===== src/rtl/fwd_pkg.sv =====
package fwd_pkg;
    localparam int STAGE_EX  = 2;
    localparam int STAGE_MEM = 3;
    localparam int STAGE_WB  = 4;
    localparam int NUM_PROD  = 3;  // producers: 0 execute, 1 memory, 2 write-back
    localparam int SEL_W     = 2;

    typedef enum logic [SEL_W-1:0] {
        SRC_RF  = 2'd0,
        SRC_EX  = 2'd1,
        SRC_MEM = 2'd2,
        SRC_WB  = 2'd3
    } src_sel_e;
endpackage


===== src/rtl/fwd_id_cmp.sv =====
module fwd_id_cmp #(
    parameter int REG_W = 3
) (
    input  logic [REG_W-1:0] src_i,
    input  logic [REG_W-1:0] dst_i,
    input  logic             we_i,
    output logic             hit_o
);
    // register 0 is hardwired, so it never carries a dependency
    assign hit_o = we_i && (src_i != '0) && (src_i == dst_i);
endmodule


===== src/rtl/fwd_level_cmp.sv =====
module fwd_level_cmp #(
    parameter int LVL_W = 3,
    parameter int STAGE = 2
) (
    input  logic [LVL_W-1:0] lvl_i,
    output logic             ready_o
);
    assign ready_o = (lvl_i <= LVL_W'(STAGE));
endmodule


===== src/rtl/fwd_pick.sv =====
module fwd_pick
    import fwd_pkg::*;
(
    input  logic [NUM_PROD-1:0] hit_i,
    input  logic [NUM_PROD-1:0] ready_i,
    output src_sel_e            sel_o,
    output logic                wait_o
);
    always_comb begin
        sel_o  = SRC_RF;
        wait_o = 1'b0;
        if (hit_i[0]) begin
            if (ready_i[0]) sel_o  = SRC_EX;
            else            wait_o = 1'b1;
        end else if (hit_i[1]) begin
            if (ready_i[1]) sel_o  = SRC_MEM;
            else            wait_o = 1'b1;
        end else if (hit_i[2]) begin
            if (ready_i[2]) sel_o  = SRC_WB;
            else            wait_o = 1'b1;
        end
    end
endmodule


===== src/rtl/hazard_fwd_unit.sv =====
module hazard_fwd_unit
    import fwd_pkg::*;
#(
    parameter int REG_W   = 3,
    parameter int NUM_SRC = 2,
    parameter int LVL_W   = 3
) (
    input  logic [NUM_SRC*REG_W-1:0] id_src_i,
    input  logic [REG_W-1:0]         ex_dst_i,
    input  logic                     ex_we_i,
    input  logic [LVL_W-1:0]         ex_lvl_i,
    input  logic [REG_W-1:0]         mem_dst_i,
    input  logic                     mem_we_i,
    input  logic [LVL_W-1:0]         mem_lvl_i,
    input  logic [REG_W-1:0]         wb_dst_i,
    input  logic                     wb_we_i,
    output logic [SEL_W*NUM_SRC-1:0] sel_o,
    output logic                     stall_o
);
    localparam int NUM_LVL_CMP = NUM_PROD - 1;  // write-back is always ready

    logic [REG_W-1:0]    prod_dst [NUM_PROD];
    logic [NUM_PROD-1:0] prod_we;
    logic [LVL_W-1:0]    prod_lvl [NUM_LVL_CMP];
    logic [NUM_PROD-1:0] prod_ready;
    logic [NUM_SRC-1:0]  op_wait;

    assign prod_dst[0] = ex_dst_i;
    assign prod_dst[1] = mem_dst_i;
    assign prod_dst[2] = wb_dst_i;
    assign prod_we     = {wb_we_i, mem_we_i, ex_we_i};
    assign prod_lvl[0] = ex_lvl_i;
    assign prod_lvl[1] = mem_lvl_i;
    assign prod_ready[NUM_PROD-1] = 1'b1;

    for (genvar p = 0; p < NUM_LVL_CMP; p++) begin : g_lvl
        fwd_level_cmp #(.LVL_W(LVL_W), .STAGE(STAGE_EX + p)) i_lvl (
            .lvl_i   (prod_lvl[p]),
            .ready_o (prod_ready[p])
        );
    end

    for (genvar k = 0; k < NUM_SRC; k++) begin : g_op
        logic [NUM_PROD-1:0] hit;
        src_sel_e            sel;

        for (genvar p = 0; p < NUM_PROD; p++) begin : g_cmp
            fwd_id_cmp #(.REG_W(REG_W)) i_cmp (
                .src_i (id_src_i[k*REG_W +: REG_W]),
                .dst_i (prod_dst[p]),
                .we_i  (prod_we[p]),
                .hit_o (hit[p])
            );
        end

        fwd_pick i_pick (
            .hit_i   (hit),
            .ready_i (prod_ready),
            .sel_o   (sel),
            .wait_o  (op_wait[k])
        );

        assign sel_o[k*SEL_W +: SEL_W] = sel;

        always_comb begin

            zero_src_chk: assert (id_src_i[k*REG_W +: REG_W] != '0 ||
                                  sel_o[k*SEL_W +: SEL_W] == SEL_W'(SRC_RF));

            we_gate_chk: assert ((sel_o[k*SEL_W +: SEL_W] != SEL_W'(SRC_EX)  || ex_we_i) &&
                                 (sel_o[k*SEL_W +: SEL_W] != SEL_W'(SRC_MEM) || mem_we_i) &&
                                 (sel_o[k*SEL_W +: SEL_W] != SEL_W'(SRC_WB)  || wb_we_i));

            ex_ready_chk: assert (sel_o[k*SEL_W +: SEL_W] != SEL_W'(SRC_EX) ||
                                  ex_lvl_i <= LVL_W'(STAGE_EX));

            mem_ready_chk: assert (sel_o[k*SEL_W +: SEL_W] != SEL_W'(SRC_MEM) ||
                                   mem_lvl_i <= LVL_W'(STAGE_MEM));
        end
    end

    assign stall_o = |op_wait;

    always_comb begin

        stall_cause_chk: assert (!stall_o ||
                                 (ex_we_i && ex_lvl_i > LVL_W'(STAGE_EX)) ||
                                 (mem_we_i && mem_lvl_i > LVL_W'(STAGE_MEM)));
    end
endmodule


===== config.mk =====
export PLATFORM = sky130hd
export DESIGN_NAME = hazard_fwd_unit
export DESIGN_NICKNAME = d
export VERILOG_FILES = /design/src/rtl/fwd_pkg.sv /design/src/rtl/fwd_id_cmp.sv /design/src/rtl/fwd_level_cmp.sv /design/src/rtl/fwd_pick.sv /design/src/rtl/hazard_fwd_unit.sv
export SDC_FILE = /design/constraint.sdc
export NUM_CORES = 1
export LEC_CHECK = 0
export ABC_AREA = 0
export BUFFER_PORTS_ARGS = -buffer_cell sky130_fd_sc_hd__buf_2
export CAP_MARGIN = 20
export CORE_AREA = 2 2 39 41
export DETAILED_ROUTE_END_ITERATION = 12
export DIE_AREA = 0 0 41 43
export GPL_TIMING_DRIVEN = 1
export PLACE_DENSITY_LB_ADDON = 0.08
export SLEW_MARGIN = 15
export SYNTH_ARGS = -nofsm -noshare
export SYNTH_HDL_FRONTEND = slang
export SYNTH_SLANG_ARGS = --single-unit

===== constraint.sdc =====
create_clock -name vclk -period 2.2
set_input_delay 0.33 -clock vclk [all_inputs]
set_output_delay 0.33 -clock vclk [all_outputs]
set_load 0.05 [all_outputs]

; Word level (Yosys, flattened, before mapping)
; Cells that the tools add are included.
[totals]
regBits = 0
latchBits = 0
ramBits = 0
romBits = 0
in_bits = 24
out_inout_bits = 5
wordCells = 37
n_memories = 0
[op_classes]
add_sub_neg = 0
mul = 0
div = 0
order_cmp = 2
n_eq_ne = 6
shifts = 0
n_mux = 14
bitwise_logic = 0
reduce_logical = 15
[ops]
columns = operator, n
row1 = $eq A3 B3 Y1, 6
row2 = $mux W2, 7
row3 = $logic_and A1 B1 Y1, 12
row4 = $mux W1, 7
row5 = $le A3 B2 Y1 const B, 2
row6 = $reduce_bool A3 Y1, 2
row7 = $reduce_or A2 Y1, 1

; Logic depth before layout (Yosys ltp)
; Gate-level depths: netlist of the first run.
[depth]
ltp_word = 6
ltp_mapped = 6
ltp_nobuf = 5

; Modules after synthesis
; Synthesis of the first run repeated with hierarchy kept, for this count alone.
[unflattened]
cells_unflattened = 56
area_unflattened_um2 = 395.4
[by_module_without_submodules]
columns = module, instances, cells_per_inst, area_per_inst_um2, seq_area_each_um2
row1 = fwd_id_cmp, 6, 6, 46.3, 0.0
row2 = fwd_pick, 2, 8, 47.5, 0.0
row3 = hazard_fwd_unit, 1, 2, 10.0, 0.0
row4 = fwd_level_cmp (g_lvl[0].i_lvl), 1, 1, 8.8, 0.0
row5 = fwd_level_cmp (g_lvl[1].i_lvl), 1, 1, 3.8, 0.0

; Worst setup path before layout of the first run
; No wires, ideal clock.
[synth_timing]
path_type = input -> output
startpoint = in mem_dst_i[1]
endpoint = out sel_o[3]
t_arrival_ns = 2.166
t_required_ns = 1.870
path_slack_ns = -0.296
cell_stages = 5
n_path_buf = 0
path_cell_list = inv_1 o21ai_0 a2111oi_2 or3_1 a21boi_0
[synth_via]
elab_chain_len = 4
[synth_rtl]
columns = element, line_no
row1 = start: declaration, hazard_fwd_unit.sv:12  ; input logic [REG_W-1:0] mem_dst_i,
row2 = $eq A3 B3 Y1, fwd_id_cmp.sv:10  ; assign hit_o = we_i && (src_i != '0) && (src_i == dst_i);
row3 = $logic_and A1 B1 Y1, fwd_id_cmp.sv:10
row4 = $mux W2, fwd_pick.sv:15  ; end else if (hit_i[1]) begin
row5 = $mux W2, fwd_pick.sv:12  ; if (hit_i[0]) begin
row6 = end: declaration, hazard_fwd_unit.sv:17  ; output logic [SEL_W*NUM_SRC-1:0] sel_o,
; Every way passes these cells.

; Worst setup path in the final report of the first run
[layout_timing]
startpoint = in ex_dst_i[0]
endpoint = out stall_o
[layout_via]
elab_chain_len = 4
word_cells_on_any_way = 7
cone_classes = eq/ne (2) / mux (2) / reduce/logical (3)
[layout_rtl]
columns = element, line_no
row1 = start: declaration, hazard_fwd_unit.sv:9  ; input logic [REG_W-1:0] ex_dst_i,
row2 = $eq A3 B3 Y1, fwd_id_cmp.sv:10
row3 = $logic_and A1 B1 Y1, fwd_id_cmp.sv:10
row4 = $mux W1, fwd_pick.sv:12
row5 = $reduce_or A2 Y1 *, hazard_fwd_unit.sv:82  ; assign stall_o = |op_wait;
row6 = end: declaration, hazard_fwd_unit.sv:18  ; output logic stall_o
; Mark *: on every way between the ends. The rest lies on a longest branch, timed or not.

==> results_dict.tcl, run 1 <==
set metrics [dict create \
    initial_utilization_pct 27.3 \
    syn-instance-count 52 \
    syn-cell-area_um2 378 \
    holdWs_ns 1.08 \
    number_of_global_route_vias_before_repair 400 \
    gpl.final_weighted_congestion 0.794 \
    track_usage_pct 12.9 \
    post_cts_resized 0 \
    ir_drop_mv 0.101 \
    crit_path_cell_trace "buf_2 -> or3b_1 -> a211oi_2 -> o211ai_2 -> a22o_1 -> a21o_1 -> buf_2" \
    cts_hold_buf 0 \
    pin_count 29 \
    vias 456 \
    hold_path_startpoint "ex_lvl_i[2]" \
    area.growth.synth_to_final_pct 42.1 \
    detailedRoute.firstPassIterationCount 3 \
    setup_viol_count_final 0 \
    worst_hold_path.num_cells 5 \
    synth.yosys.seq_area_share_pct 0 \
    grt_max_degree 7 \
    critical-path-top-delay-family "compound AO/OA/AOI/OAI gates" \
    routed_via_density 4.75 \
    dpl.cell_count 96 \
    cp_data_required_time_ns 1.87 \
    worst-path-buf-inv 2 \
    fp.coreArea_um2 1380 \
    layout.filler_cells 153 \
    fp.dieH_um 43 \
    post-route-min-period_ns 2.11 \
    min_delay_worst_endpoint "sel_o[2]" \
    post_cts_buffers 0 \
    synth.avg_cell_area_um2 7.27 \
    synth_top_cell_area_share_pct 13.9 \
    grt_antenna_before_repair 0 \
    detail-route-antenna-nets 0 \
    totalPowerFinal_mw 0.119 \
    wire_per_inst_um 10.6 \
    utilization_pct 38.8 \
    flops_and_latches 0 \
    timing.critical_path.from_type "input pin" \
    nClkBuffers 0 \
    netlist.top_cell.by_area "sky130_fd_sc_hd__xnor2_1" \
    final-hold-violation-count 0 \
    max_cap_violations 0 \
    grt_pass1_wl_mm 1.64 \
    die_area_um2 1760 \
    synthesis.nets 76 \
    place_hpwl_um 892 \
    die_width_um 41 \
    crit_path_class "input pin to output pin" \
    max_clock_freq_mhz 473 \
    holdCritPathClass "input pin to output pin" \
    routed_wirelength_mm 1.01 \
    setup_repair_after_global_routing_missed_its_margin "no" \
    synth-warning-count 0 \
    post_synth_num_cell_types 27 \
    drcViolationCount 0 \
    port_buffers 27 \
    globalRoute.totalOverflow 0 \
    status "completed" \
    critPathMaxFanout 5 \
    cell_leakage_power_nw 0.256 \
    final_cell_count_no_fill 96 \
    diodes 0 \
    p_per_area_nw_per_um2 222 \
    crit_arrival_ns 1.78 \
    critical-path-slowest-cell "sky130_fd_sc_hd__or3b_1" \
    cpMostUsedCell "sky130_fd_sc_hd__buf_2" \
    report.final.slew_viol_count 0 \
    sequential_cell_area_um2 0 \
    drive_above_1_share_pct 42.5 \
    detail_route.iter0.violations 2 \
    worst_slew_pin_slew_ns 0.429 \
    netlist_top_cells_area "sky130_fd_sc_hd__xnor2_1, sky130_fd_sc_hd__xor2_1, sky130_fd_sc_hd__nand2b_1" \
    design.final.nets 106 \
    finalSetupTns_ns 0 \
    worstSetupEndpointType "output pin" \
    relSlewSlack_pct 71.3 \
    worst_path_largest_cell_delay_ns 0.36 \
    placementRows 14 \
    fin_crit_sh_pct 96.1 \
]
## kinds of logic after synthesis
logic type             synth area share (%)
AO/OA/AOI/OAI                          37.7
AND/OR/NAND/NOR                        27.5
multiplexers                           2.98
XOR/XNOR                               27.8
buffers and inverters                  3.97
## worst max path at each step
stage	end	slack, ns	start	cells past startpoint
after detailed placement	stall_o	0.08	ex_dst_i[0]	7
after global routing	sel_o[0]	0.008	id_src_i[2]	8
after global placement	stall_o	0.07	ex_dst_i[0]	7
after CTS	stall_o	0.08	ex_dst_i[0]	7
final	stall_o	0.09	ex_dst_i[0]	7
after floorplan	sel_o[3]	0.08	mem_dst_i[1]	5
## cell usage in the layout, fill, tap and decap left out
master,instances
sky130_fd_sc_hd__nand2_1,2
sky130_fd_sc_hd__o211ai_2,1
sky130_fd_sc_hd__xnor2_1,6
sky130_fd_sc_hd__buf_2,27
sky130_fd_sc_hd__a21o_1,1
sky130_fd_sc_hd__buf_4,2
sky130_fd_sc_hd__a21oi_1,3
sky130_fd_sc_hd__nand2b_1,4
sky130_fd_sc_hd__o21bai_1,1
sky130_fd_sc_hd__a2111oi_2,1
sky130_fd_sc_hd__o21ai_0,1
sky130_fd_sc_hd__mux2_2,1
sky130_fd_sc_hd__a21boi_1,1
sky130_fd_sc_hd__o2111ai_1,2
sky130_fd_sc_hd__inv_1,1
sky130_fd_sc_hd__nor2_1,6
sky130_fd_sc_hd__or3b_1,1
sky130_fd_sc_hd__or3_1,2
sky130_fd_sc_hd__o2111a_1,1
sky130_fd_sc_hd__a22o_1,1
sky130_fd_sc_hd__o21ba_2,1
sky130_fd_sc_hd__nor3_1,2
sky130_fd_sc_hd__xor2_1,6
sky130_fd_sc_hd__o21ai_1,1
sky130_fd_sc_hd__nor2b_1,1
sky130_fd_sc_hd__and3_1,1
sky130_fd_sc_hd__o21a_1,1
sky130_fd_sc_hd__nand3_1,1
sky130_fd_sc_hd__a211oi_2,1
## layer usage
layer	global-route usage [%]	vias to the layer above	part of all wire, %
met5	0	-	0
met1	19.3	197	49
met3	0	0	4.0
li1	-	249	-
met2	21.3	10	47
met4	0	0	0
## stage by stage
| step | setup slack [ns] | area [µm²] |
|---|---|---|
| finish | 0.0864 | 537 |
| global route | 0.00750 | 537 |
| CTS | 0.0760 | 537 |
| detailed placement | 0.0750 | 537 |
| global placement | 0.0739 | 537 |
| floorplan | 0.0796 | 378 |
## area by class of cell
type / instances / area (µm²) / share of cell area [%]
well taps: 16 / 20.0 / 3.73
repair buffers: 29 / 150 / 28.0
inverters: 1 / 3.75 / 0.699
multi-input cells: 50 / 363 / 67.6
## cell usage after synthesis
library cell / n
sky130_fd_sc_hd__a2111oi_2: 1
sky130_fd_sc_hd__a211oi_2: 1
sky130_fd_sc_hd__a21boi_0: 1
sky130_fd_sc_hd__a21o_1: 1
sky130_fd_sc_hd__a21oi_1: 3
sky130_fd_sc_hd__a22o_1: 1
sky130_fd_sc_hd__and3_1: 1
sky130_fd_sc_hd__buf_6: 1
sky130_fd_sc_hd__inv_1: 1
sky130_fd_sc_hd__mux2_2: 1
sky130_fd_sc_hd__nand2_1: 2
sky130_fd_sc_hd__nand2b_1: 4
sky130_fd_sc_hd__nand3_1: 1
sky130_fd_sc_hd__nor2_1: 6
sky130_fd_sc_hd__nor2b_1: 1
sky130_fd_sc_hd__nor3_1: 2
sky130_fd_sc_hd__o2111a_1: 1
sky130_fd_sc_hd__o2111ai_1: 2
sky130_fd_sc_hd__o211ai_2: 1
sky130_fd_sc_hd__o21a_1: 1
sky130_fd_sc_hd__o21ai_0: 2
sky130_fd_sc_hd__o21ba_2: 1
sky130_fd_sc_hd__o21bai_1: 1
sky130_fd_sc_hd__or3_1: 2
sky130_fd_sc_hd__or3b_1: 1
sky130_fd_sc_hd__xnor2_1: 6
sky130_fd_sc_hd__xor2_1: 6
## report_power, final
part / switching, mW / leakage [nW] / internal [mW]
combinational: 0.0688 / 0.256 / 0.0502
sequential: 0 / 0 / 0
clock: 0 / 0 / 0
total: 0.0688 / 0.256 / 0.0502
Note: power is estimated with default switching activity, not from simulation.
==> run 2, diff against run 1 <==
==> constraint.sdc (replaced) <==
create_clock -name vclk -period 2.2
set_input_delay 0.44 -clock vclk [all_inputs]
set_output_delay 0.44 -clock vclk [all_outputs]
set_load 0.05 [all_outputs]
==> run 2 against run 1 <==
  * The run now ends with negative setup slack left
  * Setup slack worse by 0.20 ns
  * Core utilization is 12 points higher
  * Die area stayed put
  * Via count is 11% higher
  * Final cell count is 10% higher
  * Worst hold slack better by 0.15 ns
==> results_dict.tcl, run 2 (same netlist as run 1, synthesis figures left out) <==
set metrics [dict create \
    timing.final.ws_setup_ns -0.118 \
    relSlewSlack_pct 80.2 \
    vias 504 \
    critical-path-slowest-cell "sky130_fd_sc_hd__or3b_1" \
    fin_crit_sh_pct 105 \
    track_usage_pct 12.2 \
    worst_slew_pin_slew_ns 0.297 \
    cell_leakage_power_nw 0.319 \
    crit_arrival_ns 1.88 \
    critPathMaxFanout 4 \
    status "finished, violations left" \
    placementRows 14 \
    worst_path_largest_cell_delay_ns 0.38 \
    die_area_um2 1760 \
    design.final.nets 116 \
    wire_per_inst_um 10.4 \
    final-hold-violation-count 0 \
    ir_drop_mv 0.0930 \
    post-route-min-period_ns 2.32 \
    final_cell_mix "sky130_fd_sc_hd__buf_2, sky130_fd_sc_hd__buf_4, sky130_fd_sc_hd__nor2_1, sky130_fd_sc_hd__xnor2_1" \
    die_width_um 41 \
    sequential_cell_area_um2 0 \
    placedInstanceArea_um2 627 \
    globalRoute.totalOverflow 0 \
    worst-path-buf-inv 3 \
    max_cap_violations 0 \
    routed_wirelength_mm 1.11 \
    top_layer_used "met3" \
    wl_met1_um 496 \
    grt_antenna_before_repair 0 \
    design_area_um2 701 \
    fp.coreArea_um2 1380 \
    dr_wl_met2_um 570 \
    hold_path_startpoint "mem_lvl_i[2]" \
    setup_viol_count_final 2 \
    max_clock_freq_mhz 431 \
    detailedRoute.firstPassIterationCount 4 \
    worst_hold_path.num_cells 3 \
    crit_path_class "input pin to output pin" \
    drcViolationCount 0 \
    violations "negative setup slack" \
    cp_data_required_time_ns 1.76 \
    grt_pass1_wl_mm 1.61 \
    diodes 0 \
    drive_above_1_share_pct 56.7 \
    pin_count 29 \
    timing.critical_path.from_type "input pin" \
    area.growth.synth_to_final_pct 85.4 \
    min_delay_worst_endpoint "stall_o" \
    report.final.slew_viol_count 0 \
    port_buffers 27 \
    flops_and_latches 0 \
    mostFrequentLayoutCell "sky130_fd_sc_hd__buf_2" \
    p_per_area_nw_per_um2 219 \
    initial_utilization_pct 27.3 \
    crit_path_cell_trace "buf_6 -> or3b_1 -> a211oi_2 -> o211ai_2 -> buf_4 -> mux2_4 -> buf_8" \
    grt_max_degree 7 \
    setup_repair_after_global_routing_missed_its_margin "yes" \
    nClkBuffers 0 \
    routed_via_density 4.75 \
    utilization_pct 50.6 \
    number_of_global_route_vias_before_repair 412 \
    detail-route-antenna-nets 0 \
    pre_cts_worst_setup_slack_ns -0.182 \
    totalPowerFinal_mw 0.154 \
    holdCritPathClass "input pin to output pin" \
    wl_met3_um 40 \
    detail_route.iter0.violations 5 \
    place_hpwl_um 947 \
    critical-path-top-delay-family "buffers and inverters" \
    worstSetupEndpointType "output pin" \
    gpl.final_weighted_congestion 0.796 \
    fp.dieH_um 43 \
]
run 2: cell types whose count changed in the layout (fill, tap and decap cells not counted), moves of 2 or more:
| cell | change |
|---|---|
| sky130_fd_sc_hd__buf_2 | -6 |
| sky130_fd_sc_hd__xor2_1 | -2 |
| sky130_fd_sc_hd__clkbuf_4 | +2 |
| sky130_fd_sc_hd__buf_6 | +3 |
| sky130_fd_sc_hd__xor2_2 | +2 |
| sky130_fd_sc_hd__buf_4 | +10 |
run 2: worst max-delay path by stage:
stage	cells after the start	end	startpoint	slack (ns)
2_1_floorplan	6	stall_o	id_src_i[0]	0.01
3_3_place_gp	7	stall_o	id_src_i[0]	-0.18
3_5_place_dp	7	stall_o	id_src_i[0]	-0.18
4_1_cts	7	sel_o[0]	id_src_i[0]	-0.13
5_1_grt	7	sel_o[0]	id_src_i[0]	-0.16
6_report	7	sel_o[0]	id_src_i[0]	-0.12
run 2: timing repair:
item | CTS | global route
gates resized for setup | 9 | 8
setup buffers | 0 | 0
pin swaps | 1 | 1
endpoints found under the setup margin | 4 | 5
hold buffers | 0 | 0
run 2: through the flow:
stage	cells	hold WS [ns]	TNS (ns)
after global routing	106	1.26	-0.329
after global placement	106	1.31	-0.417
after CTS	106	1.24	-0.248
after detailed placement	106	1.33	-0.403
final	106	1.24	-0.227
after floorplan	52	1.06	0
run 2: area by class of cell:
type / count / area, µm²
inverter: 1 / 3.75
tap: 16 / 20.0
multi-input combinational: 50 / 418
timing repair buffer: 39 / 259
fill: 143 / 683
run 2: power by group:
| part | leakage (nW) | switching, mW | internal, mW | total [mW] |
|---|---|---|---|---|
| combinational | 0.319 | 0.0789 | 0.0746 | 0.154 |
| clock | 0 | 0 | 0 | 0 |
| sequential | 0 | 0 | 0 | 0 |
run 2: tightest hold or removal path, stage by stage:
cell and delay (ns):
sky130_fd_sc_hd__buf_2 0.10, sky130_fd_sc_hd__a21o_4 0.11, sky130_fd_sc_hd__buf_6 0.14
run 2: per-layer routing:
layer | up-vias | GRT usage, %
met3 | 0 | 0
met2 | 10 | 21.3
met4 | 0 | 0
li1 | 266 | -
met1 | 228 | 17.1
met5 | - | 0
==> run 3, diff against run 2 <==
==> constraint.sdc (replaced) <==
create_clock -name vclk -period 2.2
set_input_delay 0.22 -clock vclk [all_inputs]
set_output_delay 0.22 -clock vclk [all_outputs]
set_load 0.05 [all_outputs]
==> run 3 against run 2 <==
  * Maximum frequency is 18% higher
  * First-iteration DRC count fell by 80%
  * Via count fell by 9.7%
  * The run now ends clean
  * Final area is 26% lower
  * Worst hold slack got worse by 0.37 ns
==> results_dict.tcl, run 3 (same netlist as run 1, synthesis figures left out) <==
set metrics [dict create \
    status "completed" \
    crit_path_class "input pin to output pin" \
    worst_slew_pin_slew_ns 0.441 \
    detail_route.iter0.violations 1 \
    grt_max_degree 7 \
    globalRoute.totalOverflow 0 \
    placementRows 14 \
    final_cell_mix "sky130_fd_sc_hd__buf_2, sky130_fd_sc_hd__nor2_1, sky130_fd_sc_hd__xor2_1, sky130_fd_sc_hd__xnor2_1, sky130_fd_sc_hd__nand2b_1" \
    worstSetupEndpointType "output pin" \
    final-hold-violation-count 0 \
    diodes 0 \
    place_hpwl_um 884 \
    cts_hold_buf 0 \
    vias 455 \
    relSlewSlack_pct 70.5 \
    fp.dieH_um 43 \
    wire_per_inst_um 11.3 \
    post-route-min-period_ns 1.97 \
    initial_utilization_pct 27.3 \
    flops_and_latches 0 \
    routed_wirelength_mm 1.06 \
    drive_above_1_share_pct 41.0 \
    cpMostUsedCell "sky130_fd_sc_hd__buf_2" \
    design.final.nets 104 \
    crit_arrival_ns 1.75 \
    max_clock_freq_mhz 507 \
    finalSetupTns_ns 0 \
    post_cts_buffers 0 \
    fp.coreArea_um2 1380 \
    timing.critical_path.from_type "input pin" \
    detail-route-antenna-nets 0 \
    max_cap_violations 0 \
    grt_pass1_wl_mm 1.56 \
    ir_drop_mv 0.0990 \
    grt_antenna_before_repair 0 \
    utilization_pct 37.7 \
    post_cts_resized 0 \
    holdCritPathClass "input pin to output pin" \
    number_of_global_route_vias_before_repair 380 \
    critPathMaxFanout 6 \
    drcViolationCount 0 \
    cp_data_required_time_ns 1.98 \
    report.final.slew_viol_count 0 \
    worst_path_largest_cell_delay_ns 0.39 \
    routed_via_density 4.84 \
    p_per_area_nw_per_um2 223 \
    gpl.final_weighted_congestion 0.789 \
    setup_repair_after_global_routing_missed_its_margin "no" \
    track_usage_pct 12.2 \
    fin_crit_sh_pct 89.7 \
    pin_count 29 \
    critical-path-slowest-cell "sky130_fd_sc_hd__or3b_1" \
    die_width_um 41 \
    cell_leakage_power_nw 0.247 \
    area.growth.synth_to_final_pct 38.1 \
    sequential_cell_area_um2 0 \
    port_buffers 27 \
    die_area_um2 1760 \
    detailedRoute.firstPassIterationCount 3 \
    nClkBuffers 0 \
    mostFrequentLayoutCell "sky130_fd_sc_hd__buf_2" \
    setup_viol_count_final 0 \
    crit_path_cell_trace "buf_2 -> or3b_1 -> a211oi_2 -> o211ai_2 -> a22o_1 -> a21o_1 -> buf_2" \
]
## run 3: cell types whose count changed in the layout (fill, tap and decap cells not counted), moves of 2 or more
cell / previous run / this run
sky130_fd_sc_hd__buf_6: 3 / 0
sky130_fd_sc_hd__xor2_2: 2 / 0
sky130_fd_sc_hd__buf_2: 21 / 27
sky130_fd_sc_hd__clkbuf_4: 2 / 0
sky130_fd_sc_hd__xor2_1: 4 / 6
sky130_fd_sc_hd__buf_4: 12 / 0
## run 3: worst max-delay path: cells and delay by family
family                 cells  cell delay [ns]
buffers and inverters      2             0.35
AO/OA/AOI/OAI              4             0.78
AND/OR/NAND/NOR            1             0.39
## run 3: power breakdown
group          internal (mW)  switching [mW]
logic                 0.0478          0.0687
clock network              0               0
registers                  0               0
## run 3: routing by layer
metal | part of all wire, % | vias up | global-route usage [%]
met5 | 0 | - | 0
met4 | 0 | 0 | 0
li1 | - | 243 | -
met2 | 49 | 10 | 21.9
met1 | 47 | 202 | 16.5
met3 | 4.0 | 0 | 0
## run 3: worst paths after layout
path	start	end	slack [ns]	depth (start not counted)
worst min-delay path	ex_lvl_i[2]	sel_o[2]	0.87	5
worst max-delay path	id_src_i[0]	stall_o	0.23	7
## run 3: layout make-up
class	instances	area, µm²
Tap cell	16	20.0
Inverter	1	3.75
Fill cell	166	862
Multi-Input combinational cell	50	363
Timing Repair Buffer	27	135
## run 3: stage by stage
step / instances / hold slack (ns) / total power [mW] / instance area, µm² / setup WS, ns
floorplan: 52 / 0.739 / 0.0745 / 378 / 0.300
global placement: 94 / 0.870 / 0.117 / 522 / 0.242
detailed placement: 94 / 0.871 / 0.117 / 522 / 0.218
CTS: 94 / 0.871 / 0.118 / 522 / 0.218
global route: 94 / 0.897 / 0.127 / 522 / 0.160
finish: 94 / 0.866 / 0.116 / 522 / 0.228
